## src/rtl/scea_pkg.sv

```systemverilog
package scea_pkg;

    localparam int unsigned SCEA_LO_START   = 200;
    localparam int unsigned SCEA_WIN_END    = 368;
    localparam int unsigned SCEA_BLIND      = 32;
    localparam int unsigned SCEA_ANS_START  = 400;
    localparam int unsigned SCEA_SAMPLE_PER = 46;

    typedef enum logic [1:0] {
        V_IGNORE = 2'd0,
        V_FLAG   = 2'd1,
        V_ACCEPT = 2'd2
    } verdict_t;

    // Classify a detected start bit by phase and cycle position.
    function automatic verdict_t classify(
        input logic        hi,
        input int unsigned pos,
        input int unsigned lo_start,
        input int unsigned win_end,
        input int unsigned blind
    );
        verdict_t v;
        if (!hi && pos < lo_start)
            v = V_IGNORE;
        else if (pos < win_end - blind)
            v = V_FLAG;
        else
            v = V_ACCEPT;
        return v;
    endfunction

endpackage

```

## src/rtl/scea_phase_timer.sv

```systemverilog
module scea_phase_timer #(
    parameter int unsigned CNT_MAX    = scea_pkg::SCEA_ANS_START,
    parameter int unsigned SAMPLE_PER = scea_pkg::SCEA_SAMPLE_PER,
    localparam int unsigned CW        = $clog2(CNT_MAX + 1),
    localparam int unsigned SW        = $clog2(SAMPLE_PER)
) (
    input  logic          clk,
    input  logic          rst,
    input  logic          clk_en,
    input  logic          card_rst,
    output logic          phase_hi,
    output logic          edge_seen,
    output logic [CW-1:0] cnt,
    output logic          tick
);
    logic [SW-1:0] samp;
    logic          samp_last;

    assign edge_seen = (card_rst != phase_hi);
    assign samp_last = (samp == SW'(SAMPLE_PER - 1));
    assign tick      = clk_en && !edge_seen && samp_last;

    always_ff @(posedge clk) begin
        if (rst) begin
            phase_hi <= 1'b0;
            cnt      <= '0;
            samp     <= '0;
        end else begin
            phase_hi <= card_rst;
            if (edge_seen) begin
                cnt  <= '0;
                samp <= '0;
            end else if (clk_en) begin
                if (cnt != CW'(CNT_MAX))
                    cnt <= cnt + 1'b1;
                samp <= samp_last ? '0 : samp + 1'b1;
            end
        end
    end

    p_restart_r7: assert property (@(posedge clk) disable iff (rst)
        edge_seen |=> (cnt == '0));

    p_saturate_r7: assert property (@(posedge clk) disable iff (rst)
        (cnt == CW'(CNT_MAX) && !edge_seen) |=> (cnt == CW'(CNT_MAX)));

    p_gated_r7: assert property (@(posedge clk) disable iff (rst)
        (!clk_en && !edge_seen) |=> $stable(cnt));

endmodule

```

## src/rtl/scea_start_sampler.sv

```systemverilog
module scea_start_sampler (
    input  logic clk,
    input  logic rst,
    input  logic edge_seen,
    input  logic tick,
    input  logic io_line,
    output logic start_det
);
    logic prev_hi;

    assign start_det = tick && prev_hi && !io_line;

    always_ff @(posedge clk) begin
        if (rst)
            prev_hi <= 1'b1;
        else if (edge_seen)
            prev_hi <= 1'b1;
        else if (tick)
            prev_hi <= io_line;
    end

    p_no_repeat_r6: assert property (@(posedge clk) disable iff (rst)
        (start_det && !edge_seen) |=> !prev_hi);

endmodule

```

## src/rtl/scea_status.sv

```systemverilog
module scea_status
    import scea_pkg::*;
#(
    parameter int unsigned LO_START = SCEA_LO_START,
    parameter int unsigned WIN_END  = SCEA_WIN_END,
    parameter int unsigned BLIND    = SCEA_BLIND,
    parameter int unsigned CW       = 9
) (
    input  logic          clk,
    input  logic          rst,
    input  logic          start_det,
    input  logic          phase_hi,
    input  logic [CW-1:0] cnt,
    input  logic          ea_clr,
    output logic          ea_q,
    output logic          accept
);
    localparam int unsigned FLAG_END = WIN_END - BLIND;

    verdict_t verdict;

    assign verdict = classify(phase_hi, 32'(cnt), LO_START, WIN_END, BLIND);
    assign accept  = (verdict != V_IGNORE);

    always_ff @(posedge clk) begin
        if (rst)
            ea_q <= 1'b0;
        else if (start_det && verdict == V_FLAG)
            ea_q <= 1'b1;
        else if (ea_clr)
            ea_q <= 1'b0;
    end

    p_ignore_early_r1: assert property (@(posedge clk) disable iff (rst)
        (start_det && !phase_hi && 32'(cnt) < LO_START && !ea_q) |=> !ea_q);

    p_set_low_r2: assert property (@(posedge clk) disable iff (rst)
        (start_det && !phase_hi && 32'(cnt) >= LO_START && 32'(cnt) < FLAG_END) |=> ea_q);

    p_blind_r3: assert property (@(posedge clk) disable iff (rst)
        (start_det && 32'(cnt) >= FLAG_END && !ea_q) |=> !ea_q);

    p_set_high_r4: assert property (@(posedge clk) disable iff (rst)
        (start_det && phase_hi && 32'(cnt) < FLAG_END) |=> ea_q);

    p_sticky_r8: assert property (@(posedge clk) disable iff (rst)
        (ea_q && !ea_clr) |=> ea_q);

    p_accept_high_r5: assert property (@(posedge clk) disable iff (rst)
        phase_hi |-> accept);

endmodule

```

## src/rtl/scea_detector.sv

```systemverilog
module scea_detector
    import scea_pkg::*;
#(
    parameter int unsigned LO_START   = SCEA_LO_START,
    parameter int unsigned WIN_END    = SCEA_WIN_END,
    parameter int unsigned BLIND      = SCEA_BLIND,
    parameter int unsigned ANS_START  = SCEA_ANS_START,
    parameter int unsigned SAMPLE_PER = SCEA_SAMPLE_PER
) (
    input  logic clk,
    input  logic rst,
    input  logic clk_en,
    input  logic card_rst,
    input  logic io_line,
    input  logic ea_clr,
    output logic ea_flag,
    output logic irq,
    output logic char_accept
);
    localparam int unsigned CW = $clog2(ANS_START + 1);

    logic          phase_hi;
    logic          edge_seen;
    logic [CW-1:0] cnt;
    logic          tick;
    logic          start_det;
    logic          ea_q;
    logic          accept;

    scea_phase_timer #(
        .CNT_MAX   (ANS_START),
        .SAMPLE_PER(SAMPLE_PER)
    ) u_timer (
        .clk      (clk),
        .rst      (rst),
        .clk_en   (clk_en),
        .card_rst (card_rst),
        .phase_hi (phase_hi),
        .edge_seen(edge_seen),
        .cnt      (cnt),
        .tick     (tick)
    );

    scea_start_sampler u_sampler (
        .clk      (clk),
        .rst      (rst),
        .edge_seen(edge_seen),
        .tick     (tick),
        .io_line  (io_line),
        .start_det(start_det)
    );

    scea_status #(
        .LO_START(LO_START),
        .WIN_END (WIN_END),
        .BLIND   (BLIND),
        .CW      (CW)
    ) u_status (
        .clk      (clk),
        .rst      (rst),
        .start_det(start_det),
        .phase_hi (phase_hi),
        .cnt      (cnt),
        .ea_clr   (ea_clr),
        .ea_q     (ea_q),
        .accept   (accept)
    );

    assign ea_flag     = ea_q;
    assign irq         = ea_q;
    assign char_accept = accept;

endmodule

```

## config.mk

```make
export PLATFORM = sky130hd
export DESIGN_NAME = scea_detector
export DESIGN_NICKNAME = d
export VERILOG_FILES = /design/src/rtl/scea_pkg.sv /design/src/rtl/scea_phase_timer.sv /design/src/rtl/scea_start_sampler.sv /design/src/rtl/scea_status.sv /design/src/rtl/scea_detector.sv
export SDC_FILE = /design/constraint.sdc
export NUM_CORES = 1
export LEC_CHECK = 0
export BUFFER_PORTS_ARGS = -buffer_cell sky130_fd_sc_hd__buf_4
export CORE_MARGIN = 2
export CORE_UTILIZATION = 40
export DETAILED_ROUTE_END_ITERATION = 12
export MAX_ROUTING_LAYER = met4
export SETUP_SLACK_MARGIN = 0.1
export SLEW_MARGIN = 20
export SYNTH_ARGS = -nofsm -noshare
export SYNTH_HDL_FRONTEND = slang
export SYNTH_SLANG_ARGS = --single-unit
```

## constraint.sdc

```tcl
create_clock -name clk -period 3.58 [get_ports clk]
set_input_delay 0.179 -clock clk [delete_from_list [all_inputs] [get_ports clk]]
set_output_delay 0.179 -clock clk [all_outputs]
set_load 0.01 [all_outputs]
```

==> results by group, run 1 <==
Timing
  – Relative slew margins: 69.6%
  – Final hold slack: 48.0 ps
  – Endpoints failing setup: 0
  – Minimum clock period: 1450 ps
  – RSZ-0062 raised after global routing: no
  – Clk_skew: 1.53 ps
  – Fmax achieved: around 690 MHz
  – Worst-Margin Slew: roughly 460 ps
  – Final hold vios: 0
  – Pins Over Slew Limit: 0
  – Tcrit/Tclk final: between 40% and 50%
  – Sum Neg Setup Slack: 0 ps

Placement
  – Final GP Congestion: 0.815
  – Number of port buffers: 8
  – Post-DP HPWL: 1060 um
  – Inst Count DP: 133

Detailed routing
  – Vias after detailed routing: 682
  – Vias per cell: roughly 5.0
  – # DRC: 0
  – Pre-antenna DRT Iters: 4
  – Final WL: 1500 um
  – Antenna viol nets, final: 0
  – Wirelength per Cell: roughly 11 um
  – 1st-iter DRT viols: 11

Final layout
  – Fillers: 192
  – Area grow syn2layout: 12.1%
  – Non-filler cells, final: 137
  – Most frequent cells in the layout: nor2_1 (18), dfxtp_1 (18), nand2_1 (10), buf_4 (8), xnor2_1 (7)
  – Layout cell share with drive strength beyond 1: 13.6%
  – Antenna cells: 0
  – Final nets: 121

Logic synthesis
  – Ys flop type: dfxtp_1
  – EDFF count, synth: 0
  – Async set-reset flop share out of synthesis: 0%
  – Syn avg cell area: about 8.6 um2
  – Sequential-to-total area share from yosys stat: between 40 and 50%
  – Largest cells by area after synthesis: dfxtp_1 (41%), nor2_1 (7.7%), xnor2_1 (7.0%), ha_1 (5.7%), xor2_1 (5.0%)
  – Synth Net Count: around 110
  – Synth top area share: between 40 and 50%
  – Post-synthesis register bit count: 18
  – Largest area contributor in the netlist: dfxtp_1
  – Synth warn: 0
  – Unique cell type count in the Yosys netlist: 29
  – Netlist Area Pre-Place: 880 um2
  – Syn Inst Count: 102

Min path
  – Sink of the worst hold path: u_timer.phase_hi
  – Hold path cells: 2
  – Worst hold start: rst
  – Hold Crit Class: in -> reg

Power and ir drop
  – P_leak: approximately 0.36 nW
  – Maximum VDD drop: 0.234 mV
  – PD cells: approximately 360 mW/mm2

Clock network
  – Post_cts resized: 0
  – H-tree Lvls: 1
  – Root buffer cell: clkbuf_4
  – Clk slew on worst S/H paths: 100 ps
  – CTS tree: yes
  – TritonCTS Buffers: 3
  – CTS Hold Bufs: 0
  – Post-CTS Setup Inserts: 0
  – Worst skew pair latency: 290 ps
  – Clock tree buffer depth: 2
  – Clock sinks: 18

Setup path
  – Setup crit end kind: flop
  – Critical-path maximum fanout: 12
  – CP arrival: around 1700 ps
  – Reg2Reg Capture Point: u_timer.samp[1]
  – Slowest stage delay, CP: 410 ps
  – Worst r2r src: u_timer.phase_hi
  – CP startpoint kind: flop
  – CP max stage cell: or2_1
  – Worst R2R Setup Slack: 2130 ps
  – WS Path Type: reg -> reg
  – WP data required: approximately 3800 ps
  – Crit-path cells: xnor2_1 -> nand2b_1 -> or2_1 -> a211oi_2
  – Worst-case reg-to-reg path depth: 4

Die
  – Core ar.: 0.00202 mm2
  – Initial core utilization: 43.5%
  – Top Ports: 9
  – Die width: 50.9 um
  – Cell row count: 16
  – Die Footprint: about 0.0026 mm2
  – Die H: 50.9 um

Global route
  – Gr ovfl total: 0
  – Initial antenna violation count: 0
  – Vias in the first global route: 623
  – Global-route usage over all layers: 14.4%
  – Largest net degree at the start of global routing: 13
  – First-pass GRT wire length: 2720 um

Run status
  – Status: finished clean

Job
  – # Max-Cap Violations: 0
## stage by stage
stage                     area (um2)  worst slack (ps)  total power, mW  util, %
after floorplan                  880              2330            0.230        -
after global routing             986              2020            0.377     48.8
final                            986              2130            0.359     48.8
after CTS                        986              2100            0.362     48.8
after global placement           950              2180            0.237     47.0
after detailed placement         950              2140            0.238     47.0
## critical path: cells and delay by family, from the launching register on
family,cells,cell delay [ps]
DFF,1,360
xor gates and xnor gates,1,120
AOI/OAI and AO/OA,1,220
and+or+nand+nor,2,690
## flip-flops by register name, summed over array words and instances, names as in the netlist
register	flops
u_timer.cnt	9
u_timer.phase_hi	1
u_timer.samp	6
u_sampler.prev_hi	1
u_status.ea_q	1
## cell usage after synthesis (2+ instances only)
master,instances
inv_1,5
nand4_1,5
nor3_1,4
xnor2_1,7
buf_4,2
nor2b_1,2
xor2_1,5
nor2_1,18
dfxtp_1,18
nand3_1,2
nand2_1,10
ha_1,4
o21ai_0,3
a21oi_1,2
## area by class of cell
type	instances	area, um2	area share [%]
repair buffers	8	60.1	6.09
well taps	27	33.8	3.43
inverters	5	18.8	1.90
clock buffers	4	36.3	3.68
multi-input cells	75	477	48.4
flip-flops and latches	18	360	36.5
## power by group
part,total (mW),switching [mW],internal (mW)
combinational,0.0269,0.0147,0.0122
clock,0.126,0.0636,0.0620
sequential,0.206,0.00325,0.203
total,0.359,0.0816,0.277
## per-layer routing
layer | vias to the layer above | share of wire, % | global-route usage, %
li1 | 359 | - | -
met1 | 307 | 55 | 19.5
met2 | 12 | 38 | 19.5
met3 | 4 | 4.0 | 4.39
met4 | 0 | 2.3 | 6.76
met5 | - | 0 | -
## cell families after synthesis
logic type | Yosys count | synth area share, %
fa+ha+maj | 4 | 5.69
xor+xnor | 12 | 11.9
simple gates | 48 | 27.3
mux | 1 | 1.14
buf+inv | 9 | 4.84
compound gates | 10 | 8.11
flops | 18 | 41.0
## worst max path at each step
| stage | from | to | slack [ps] | cells after the start |
|---|---|---|---|---|
| 3_5_place_dp | u_timer.phase_hi | u_timer.samp[1] | 2140 | 4 |
| 2_1_floorplan | u_timer.samp[1] | u_timer.samp[1] | 2330 | 7 |
| 4_1_cts | u_timer.phase_hi | u_timer.samp[1] | 2100 | 4 |
| 5_1_grt | u_timer.phase_hi | u_timer.samp[1] | 2020 | 4 |
| 6_report | u_timer.phase_hi | u_timer.samp[1] | 2130 | 4 |
| 3_3_place_gp | u_timer.phase_hi | u_timer.samp[1] | 2180 | 4 |
Note: power is estimated with default switching activity, not from simulation.
==> run 2, diff against run 1 <==
clock period = 1.4 ns   (was 3.58 ns; I/O delays follow)
==> run 2 against run 1 <==
  * First-iteration DRC count down 36%
  * Critical path depth up 1
  * Die area unchanged
  * Non-clock buffer count up 4
  * Clock skew down 1.1 ps
  * Sequential share of layout area down 0.64 points
  * Largest power group unchanged
==> results by group, run 2 (synthesized netlist as in run 1, its figures left out) <==
Run status
  – Status: finished clean

Global route
  – Vias in the first global route: 635
  – Global-route usage over all layers: 14.4%
  – Gr ovfl total: 0
  – First-pass GRT wire length: 2660 um
  – Initial antenna violation count: 0
  – Largest net degree at the start of global routing: 13

Power and ir drop
  – PD cells: 882 mW/mm2
  – Internal: 718 uW
  – Psw: 210 uW
  – Maximum VDD drop: 0.438 mV
  – Switching share of power: 22.6%
  – P_leak: ~0.38 nW
  – Seq pwr share: 56.8%
  – Clk pwr share: between 30% and 40%
  – Comb pwr share: 8.8%

Final layout
  – Layout cell share with drive strength beyond 1: 26.3%
  – Commonest non-fill, non-tap cell in the layout: nor2_1
  – Area grow syn2layout: 19.6%
  – Antenna cells: 0
  – Regs by FF count: u_timer.cnt x9, u_timer.samp x6
  – Fillers: roughly 190
  – Most frequent cells in the layout: nor2_1 (18), buf_4 (10), nand2_1 (9), dfxtp_1 (8), dfxtp_2 (8)
  – Max reg flops: 9
  – Post-layout util: 52.0%
  – Non-filler cells, final: 141
  – Reg with most FFs: u_timer.cnt
  – Final nets: about 130

Detailed routing
  – Antenna viol nets, final: 0
  – Vias per cell: 5.00
  – Wirelength per Cell: 11.1 um
  – # DRC: 0
  – Final WL: roughly 1600 um
  – Vias after detailed routing: 705
  – Pre-antenna DRT Iters: 3
  – 1st-iter DRT viols: 7

Clock network
  – Clock sinks: 18
  – Clk slew on worst S/H paths: roughly 100 ps
  – TritonCTS Buffers: 3
  – CTS tree: yes
  – Worst skew pair latency: just under 300 ps
  – H-tree Lvls: 1
  – Clock tree buffer depth: 2
  – Root buffer cell: clkbuf_4

Placement
  – Number of port buffers: 8
  – Inst Count DP: about 130
  – Post-DP HPWL: 1090 um
  – Final GP Congestion: 0.771

Die
  – Core ar.: 0.00202 mm2
  – Top Ports: 9
  – Die Footprint: 0.00259 mm2
  – Die width: 50.9 um
  – Cell row count: 16
  – Die H: 50.9 um
  – Initial core utilization: 43.5%

Timing
  – Pins Over Slew Limit: 0
  – Endpoints failing setup: 0
  – Worst-Margin Slew: 231 ps
  – Tcrit/Tclk final: about nine tenths
  – Fmax achieved: approximately 800 MHz
  – Minimum clock period: ~1200 ps
  – RSZ-0062 raised after global routing: yes
  – Sum Neg Setup Slack: 0 ps
  – Final hold vios: 0
  – Clk_skew: 0.463 ps
  – Relative slew margins: ~85%

Setup path
  – Delay-heaviest family, CP: flip-flops
  – Worst r2r src: u_timer.samp[0]
  – Worst R2R Setup Slack: 160 ps
  – CP arrival: 1430 ps
  – Worst-case reg-to-reg path depth: 5
  – CP max stage cell: dfxtp_4
  – Crit-path cells: ha_2 -> nand2_2 -> nor3_4 -> nor2b_1 -> a211o_1
  – WS Path Type: reg -> reg
  – Critical-path maximum fanout: 4
  – Setup crit end kind: flop
  – CP bufs+invs: 0
  – Reg2Reg Capture Point: u_sampler.prev_hi
  – Slowest stage delay, CP: 380 ps
  – CP startpoint kind: flop
  – WP data required: 1590 ps

Min path
  – Worst hold start: card_rst
  – Hold path cells: 2
  – Sink of the worst hold path: u_timer.phase_hi
  – Hold Crit Class: in -> reg

Job
  – # Max-Cap Violations: 0
==> run 2: changes by cell type in the layout (fill, tap and decap cells not counted), moves of 2 or more <==
cell | previous run | this run
buf_4 | 8 | 10
dfxtp_1 | 18 | 8
dfxtp_2 | 0 | 8
dfxtp_4 | 0 | 2
dlygate4sd3_1 | 0 | 2
==> run 2: timing repair <==
| action | CTS | global route |
|---|---|---|
| hold buffers | 2 | 0 |
| pin swaps | 0 | 3 |
| cloned | 0 | 0 |
| endpoints found under the setup margin | 1 | 14 |
| resized for setup | 1 | 16 |
| setup buffers | 0 | 1 |
| endpoints found under the hold margin | 2 | 0 |
==> run 2: layout make-up <==
type / count / area, um2 / share of cell area, %
Multi-Input combinational cell: 75 / 490 / 46.6
Sequential cell: 18 / 378 / 35.9
Clock buffer: 4 / 36.3 / 3.45
Tap cell: 27 / 33.8 / 3.21
Inverter: 5 / 18.8 / 1.78
Timing Repair Buffer: 12 / 95.1 / 9.04
==> run 2: power groups by stage <==
stage	sequential, mW	clock, mW	combinational, mW
global route	0.528	0.361	0.0904
floorplan	0.538	0	0.0492
global placement	0.539	0	0.0706
detailed placement	0.540	0	0.0718
finish	0.527	0.320	0.0815
CTS	0.528	0.328	0.0787
==> run 2: through the flow <==
step	area, um2	hold WS (ps)	setup WS [ps]	power (mW)
2_1_floorplan	880	142	151	0.587
3_3_place_gp	957	248	153	0.610
3_5_place_dp	957	246	106	0.612
4_1_cts	1020	8.04	103	0.935
5_1_grt	1050	7.07	68.5	0.980
6_report	1050	6.97	158	0.928
==> run 2: how the worst max path moves through the flow <==
stage	start	to	slack, ps	cells after the start
global placement	u_timer.samp[1]	u_timer.samp[1]	150	6
finish	u_timer.samp[0]	u_sampler.prev_hi	160	5
global route	u_timer.samp[1]	u_sampler.prev_hi	70	6
floorplan	u_timer.samp[1]	u_timer.samp[1]	150	7
detailed placement	u_timer.samp[1]	u_timer.samp[1]	110	6
CTS	u_timer.cnt[5]	char_accept	100	3
==> run 2: per-layer routing <==
metal / global-route usage [%] / routed length, um / vias to the layer above
met4: 9.46 / 38 / 0
met5: - / 0 / -
met1: 18.0 / 817 / 322
li1: - / - / 367
met3: 2.63 / 55 / 4
met2: 21.3 / 654 / 12
==> run 2: worst register-to-register path, delay by kind of cell (launching register included) <==
family | cells | cell delay (ps)
and+or+nand+nor | 3 | 370
AOI/OAI and AO/OA | 1 | 230
DFF | 1 | 380
adders and majority gates | 1 | 170
